### src/rtl/iopad_pkg.sv
package iopad_pkg;

  localparam int unsigned CFG_W   = 32;
  localparam int unsigned SEL_W   = 6;
  localparam int unsigned SEL_LSB = 0;

  // bit positions software relies on
  localparam int unsigned B_WCMP = 28;
  localparam int unsigned B_WUEN = 27;
  localparam int unsigned B_INV  = 26;
  localparam int unsigned B_OD   = 25;
  localparam int unsigned B_DRV  = 20;
  localparam int unsigned B_HYS  = 19;
  localparam int unsigned B_IE   = 18;
  localparam int unsigned B_PU   = 17;
  localparam int unsigned B_PD   = 16;
  localparam int unsigned B_WSTS = 13;
  localparam int unsigned B_CONN = 7;

  typedef struct packed {
    logic             wcmp;
    logic             wuen;
    logic             inv;
    logic             od;
    logic             drv;
    logic             hys;
    logic             ie;
    logic             pu;
    logic             pd;
    logic             conn;
    logic [SEL_W-1:0] sel;
  } pad_cfg_t;

  function automatic pad_cfg_t cfg_unpack(input logic [CFG_W-1:0] w);
    pad_cfg_t c;
    c.wcmp = w[B_WCMP];
    c.wuen = w[B_WUEN];
    c.inv  = w[B_INV];
    c.od   = w[B_OD];
    c.drv  = w[B_DRV];
    c.hys  = w[B_HYS];
    c.ie   = w[B_IE];
    c.pu   = w[B_PU];
    c.pd   = w[B_PD];
    c.conn = w[B_CONN];
    c.sel  = w[SEL_LSB +: SEL_W];
    return c;
  endfunction

  function automatic logic [CFG_W-1:0] cfg_pack(input pad_cfg_t c, input logic sts);
    logic [CFG_W-1:0] w;
    w                   = '0;
    w[B_WCMP]           = c.wcmp;
    w[B_WUEN]           = c.wuen;
    w[B_INV]            = c.inv;
    w[B_OD]             = c.od;
    w[B_DRV]            = c.drv;
    w[B_HYS]            = c.hys;
    w[B_IE]             = c.ie;
    w[B_PU]             = c.pu;
    w[B_PD]             = c.pd;
    w[B_WSTS]           = sts;
    w[B_CONN]           = c.conn;
    w[SEL_LSB +: SEL_W] = c.sel;
    return w;
  endfunction

  // driver enable after open-drain release of a high level
  function automatic logic drive_enable(input logic oe, input logic val, input logic od);
    return oe & ~(od & val);
  endfunction

  // level presented to the wake comparator
  function automatic logic wake_match(input logic lvl, input logic cmp, input logic en);
    return en & (lvl == cmp);
  endfunction

endpackage

### src/rtl/iopad_cfg_reg.sv
module iopad_cfg_reg
  import iopad_pkg::*;
(
  input  logic             clk,
  input  logic             rst_n,
  input  logic             we,
  input  logic [CFG_W-1:0] wdata,
  input  logic             sts,
  output pad_cfg_t         cfg,
  output logic [CFG_W-1:0] rdata
);

  pad_cfg_t cfg_q;

  always_ff @(posedge clk or negedge rst_n) begin
    if (!rst_n)  cfg_q <= '0;
    else if (we) cfg_q <= cfg_unpack(wdata);
  end

  assign cfg   = cfg_q;
  assign rdata = cfg_pack(cfg_q, sts);

endmodule

### src/rtl/iopad_func_mux.sv
module iopad_func_mux
  import iopad_pkg::*;
#(
  parameter int unsigned NUM_FUNC = 63
) (
  input  logic [SEL_W-1:0]    sel,
  input  logic                conn,
  input  logic [NUM_FUNC-1:0] dout,
  input  logic [NUM_FUNC-1:0] oe,
  output logic                live,
  output logic                mux_dat,
  output logic                mux_oe
);

  logic [NUM_FUNC-1:0] hit;

  for (genvar i = 0; i < NUM_FUNC; i++) begin : g_dec
    assign hit[i] = conn && (sel == SEL_W'(i + 1));
  end

  always_comb begin
    live    = |hit;
    mux_dat = |(hit & dout);
    mux_oe  = |(hit & oe);
  end

endmodule

### src/rtl/iopad_sync.sv
module iopad_sync #(
  parameter int unsigned STAGES = 2
) (
  input  logic clk,
  input  logic rst_n,
  input  logic d,
  output logic q
);

  logic [STAGES-1:0] chain;

  for (genvar s = 0; s < STAGES; s++) begin : g_stage
    if (s == 0) begin : g_first
      always_ff @(posedge clk or negedge rst_n) begin
        if (!rst_n) chain[s] <= 1'b0;
        else        chain[s] <= d;
      end
    end else begin : g_next
      always_ff @(posedge clk or negedge rst_n) begin
        if (!rst_n) chain[s] <= 1'b0;
        else        chain[s] <= chain[s-1];
      end
    end
  end

  assign q = chain[STAGES-1];

endmodule

### src/rtl/iopad_wake.sv
module iopad_wake
  import iopad_pkg::*;
(
  input  logic clk,
  input  logic rst_n,
  input  logic lvl,
  input  logic wuen,
  input  logic wcmp,
  input  logic clr,
  output logic hit,
  output logic req,
  output logic sts
);

  logic sts_nxt;

  assign hit     = wake_match(lvl, wcmp, wuen);
  assign sts_nxt = wuen & ~clr & (sts | hit);

  always_ff @(posedge clk or negedge rst_n) begin
    if (!rst_n) begin
      req <= 1'b0;
      sts <= 1'b0;
    end else begin
      req <= hit;
      sts <= sts_nxt;
    end
  end

endmodule

### src/rtl/iopad_cell.sv
module iopad_cell
  import iopad_pkg::*;
#(
  parameter int unsigned NUM_FUNC    = 63,
  parameter int unsigned SYNC_STAGES = 2
) (
  input  logic                clk,
  input  logic                rst_n,
  input  logic                cfg_we,
  input  logic [31:0]         cfg_wdata,
  output logic [31:0]         cfg_rdata,
  input  logic                wake_clr,
  input  logic [NUM_FUNC-1:0] per_dout,
  input  logic [NUM_FUNC-1:0] per_oe,
  output logic                per_din,
  input  logic                pad_in,
  output logic                pad_out,
  output logic                pad_oe,
  output logic                pad_pu,
  output logic                pad_pd,
  output logic                pad_ie,
  output logic                pad_hys,
  output logic                pad_drv,
  output logic                wake_req
);

  pad_cfg_t cfg_w;
  logic     sts_w;
  logic     live_w, mux_dat_w, mux_oe_w;
  logic     pad_sync_w, lvl_w, wake_hit_w;

  iopad_cfg_reg u_reg (
    .clk   (clk),
    .rst_n (rst_n),
    .we    (cfg_we),
    .wdata (cfg_wdata),
    .sts   (sts_w),
    .cfg   (cfg_w),
    .rdata (cfg_rdata)
  );

  iopad_func_mux #(.NUM_FUNC(NUM_FUNC)) u_mux (
    .sel     (cfg_w.sel),
    .conn    (cfg_w.conn),
    .dout    (per_dout),
    .oe      (per_oe),
    .live    (live_w),
    .mux_dat (mux_dat_w),
    .mux_oe  (mux_oe_w)
  );

  // output path: invert only a connected function, then open-drain release
  always_comb begin
    pad_out = live_w & (mux_dat_w ^ cfg_w.inv);
    pad_oe  = drive_enable(mux_oe_w, pad_out, cfg_w.od);
  end

  iopad_sync #(.STAGES(SYNC_STAGES)) u_sync (
    .clk   (clk),
    .rst_n (rst_n),
    .d     (pad_in),
    .q     (pad_sync_w)
  );

  // input path: gate first, invert only for the peripherals
  assign lvl_w   = cfg_w.ie & pad_sync_w;
  assign per_din = cfg_w.ie & (pad_sync_w ^ cfg_w.inv);

  iopad_wake u_wake (
    .clk   (clk),
    .rst_n (rst_n),
    .lvl   (lvl_w),
    .wuen  (cfg_w.wuen),
    .wcmp  (cfg_w.wcmp),
    .clr   (wake_clr),
    .hit   (wake_hit_w),
    .req   (wake_req),
    .sts   (sts_w)
  );

  assign pad_pu  = cfg_w.pu;
  assign pad_pd  = cfg_w.pd;
  assign pad_ie  = cfg_w.ie;
  assign pad_hys = cfg_w.hys;
  assign pad_drv = cfg_w.drv;

endmodule

### config.mk
export PLATFORM = sky130hd
export DESIGN_NAME = iopad_cell
export DESIGN_NICKNAME = d
export VERILOG_FILES = /design/src/rtl/iopad_pkg.sv /design/src/rtl/iopad_cfg_reg.sv /design/src/rtl/iopad_func_mux.sv /design/src/rtl/iopad_sync.sv /design/src/rtl/iopad_wake.sv /design/src/rtl/iopad_cell.sv
export SDC_FILE = /design/constraint.sdc
export NUM_CORES = 1
export LEC_CHECK = 0
export BUFFER_PORTS_ARGS = -buffer_cell sky130_fd_sc_hd__clkbuf_2
export CAP_MARGIN = 5
export CORE_MARGIN = 2
export CORE_UTILIZATION = 40
export DETAILED_ROUTE_END_ITERATION = 8
export GPL_TIMING_DRIVEN = 0
export PLACE_DENSITY = 0.93
export SLEW_MARGIN = 20
export SYNTH_ARGS = -nofsm -noshare
export SYNTH_HDL_FRONTEND = slang
export SYNTH_SLANG_ARGS = --single-unit
### constraint.sdc
create_clock -name clk -period 2.5 [get_ports clk]
set_input_delay 0.375 -clock clk [delete_from_list [all_inputs] [get_ports clk]]
set_output_delay 0.375 -clock clk [all_outputs]
set_load 0.02 [all_outputs]
==> flow_summary.toml <==
[clock_tree]
cts.root.buffer_cell = "clkbuf_8"
cts_max_level = 1
clock_sinks = 20
cts_tree = "yes"
clock_latency_ns = 0.25
holdBufCountCts = 0
cts.path.max_buffers = 2
cts_buffers = 3
clk_pin_slew_worst_paths_ns = 0.07

[die]
boundaryPins = 204
rows = 28
die-area_um2 = 6895
die_y_um = 83.04
core_area_um2 = 5991
initial_core_util_pct = 41.71
die_w_um = 83.04

[yosys]
ys_types = 62
ys_seq_elements = 20
yosysTopAreaCellShare_pct = 20.03
ys_seq_area_share_pct = 20.03
syn_avg_cell_area_um2 = 8.166
synth_area_um2 = 2499
synthArstFlopShare_pct = 100.0
syn_inst = 306
synthFlopType = "dfrtp_1"
synthTopCellsByCount = "26 x buf_4, 20 x dfrtp_1, 18 x nand2_1"
ys_warn_count = 0
netlist_top_cells_area = "dfrtp_1 20%, buf_4 7.8%, mux2_2 7.7%"
synth_edf_count = 0
synth_largest_area_cell = "dfrtp_1"
synth_most_common_cell = "buf_4"

[power_and_ir_drop]
sw_frac_of_total_pct = 39.75
p_int_mw = 0.9215
power_mw = 1.529
power_frac_comb_pct = 59.0
power_density_nw_per_um2 = 387.0
p_seq_share_pct = 25.3
power.share.clock_pct = 15.6
max-vdd-ir-drop_uv = 543.4
switching_power_mw = 0.6080
leakage_nw = 1.934

[placed_design]
dp_hpwl_um = 8154
place_ws_ns = -0.4330
gp_congestion = 0.9798
placed_cells = 566
placed_cell_area_um2 = 3517
port_buffers = 171

[setup_path]
critPathLaunchType = "flop"
cp_max_fo = 9
r2r-end = "u_reg.cfg[3]"
crit_chain = "buf_4 > buf_4 > nor2b_4 > a22o_1 > a21boi_0 > a221oi_1 > o21a_1 > a211oi_2 > nor3_4 > clkbuf_8"
r2r-start = "u_reg.cfg[3]"
critPathMostFrequentCell = "buf_4"
crit_path_end_kind = "primary output"
cp.required_ns = 2.12
critical_path_class = "reg -> out"
ff2ff_path_depth = 5
crit_path_top_delay_cell = "dfrtp_2"
rrSetupSlack_ns = 1.13
cp.arrival_ns = 2.54
cp_slowest_stage_delay_ns = 0.43

[timing]
finalHoldViolations = 0
clock.fmax_mhz = 342.9
setup-tns-final_ns = -0.7627
max_slew_margin_pct = 59.66
setup_viol = 2
worst_pin_slew_ns = 0.6051
slew_viol_final = 0
hold_ws_ns = 0.06867
fin_crit_ns = 2.917
timing.final.crit_share_pct = 116.7
rsz0062_at_grt = "true"
skew_ns = 0.0002043
setup_ws_ns = -0.4166

[finish]
final_area_um2 = 3953
final_nets = 671
layoutNonFillerInstCount = 582
final_core_util_pct = 65.98
drive_above_1_share_pct = 58.19
area_growth_pct = 58.19
insertedDiodeCount = 0

[global_routing]
met1_usage_pct = 36.58
grt_use_met2_pct = 52.05
grtUsageTotal_pct = 30.07
grt_max_degree = 21
overflow = 0
grt.busiest_layer = "met2"
grt_antenna_before_repair = 0
grt_pass1_wl_um = 17110
grt_pass1_vias = 3527
grtUsageMet3_pct = 5.765

[route]
viasPerCell = 5.820
first_iter_violations = 331
drt-wirelength-per-cell_um = 18.29
drc = 0
firstDrtPassIters = 5
drt.antenna.violating_nets = 0
vias = 3387
routed_wl_um = 10640

[status]
status = "finished with violations"
violations = "setup timing"

[job]
maxCapViolCount = 0

[min_path]
hp-class = "in -> async"
area by class of cell:
type | count | area, um^2
plain buffers | 49 | 427.9
clock buffers | 4 | 55.05
flip-flops and latches | 20 | 508.0
repair buffers | 188 | 1005
fillers | 532 | 2038
inverters | 5 | 22.52
well taps | 75 | 93.84
multi-input cells | 241 | 1841
layer usage:
metal,part of all wire (%),wire length (um)
met5,0,0
met4,3.5,377
met3,10,1109
met2,48,5071
met1,38,4083
placed cells by master (no fill, tap or decap), types with 3 or more instances in the layout:
| master | count |
|---|---|
| a21oi_1 | 6 |
| a22o_1 | 4 |
| a22oi_1 | 7 |
| a31oi_1 | 10 |
| a32o_1 | 4 |
| a32oi_1 | 4 |
| and3_1 | 5 |
| and3b_1 | 3 |
| buf_4 | 46 |
| buf_6 | 9 |
| buf_8 | 4 |
| clkbuf_2 | 170 |
| clkbuf_8 | 6 |
| conb_1 | 15 |
| dfrtp_1 | 14 |
| dfrtp_2 | 6 |
| inv_1 | 4 |
| mux2_2 | 17 |
| mux2i_1 | 12 |
| nand2_1 | 18 |
| nand2b_1 | 4 |
| nand3_1 | 11 |
| nand3b_1 | 7 |
| nand4_1 | 7 |
| nor2_1 | 7 |
| nor2b_1 | 4 |
| nor3_1 | 5 |
| nor3b_1 | 8 |
| o21ai_0 | 9 |
| o21ai_1 | 6 |
| o22ai_1 | 3 |
| o32ai_1 | 3 |
critical path, delay by kind of cell (launching register included):
| family | cells | cell delay (ns) |
|---|---|---|
| compound gates | 5 | 0.91 |
| buf+inv | 3 | 0.46 |
| flops | 1 | 0.43 |
| simple gates | 2 | 0.49 |
state kept, by name, summed over array words and instances (netlist names):
name          flops
u_reg.cfg        16
u_sync.chain      1
u_sync.q          1
u_wake.req        1
u_wake.sts        1
timing repair:
item,4_1_cts,5_1_grt
gates cloned,0,0
endpoints found under the hold margin,0,0
gates resized for setup,51,24
pin swaps,16,13
endpoints found under the setup margin,2,2
buffers inserted,17,0
worst max-delay path by stage:
stage	start	end	slack [ns]	depth (start not counted)
floorplan	u_reg.cfg[3]	pad_oe	0.05	9
CTS	u_reg.cfg[4]	pad_oe	-0.38	9
detailed placement	u_reg.cfg[0]	pad_out	-0.43	10
global placement	u_reg.cfg[0]	pad_oe	-0.42	9
global route	u_reg.cfg[2]	pad_oe	-0.48	11
finish	u_reg.cfg[2]	pad_oe	-0.42	10
cell families after synthesis:
group / synth area share (%)
other: 0.1501
flip-flops: 20.03
AO/OA/AOI/OAI: 25.74
AND/OR/NAND/NOR: 25.04
multiplexers: 13.92
XOR/XNOR: 0.3506
buffers and inverters: 14.77
power by group through the flow:
stage                     registers [mW]  logic (mW)  clock network (mW)
after floorplan                    0.412       0.446                   0
after global placement             0.389       0.746                   0
after detailed placement           0.390       0.751                   0
after CTS                          0.384       0.852               0.249
after global routing               0.392       0.957               0.261
final                              0.388       0.902               0.239
(Power assumes the default switching activity.)
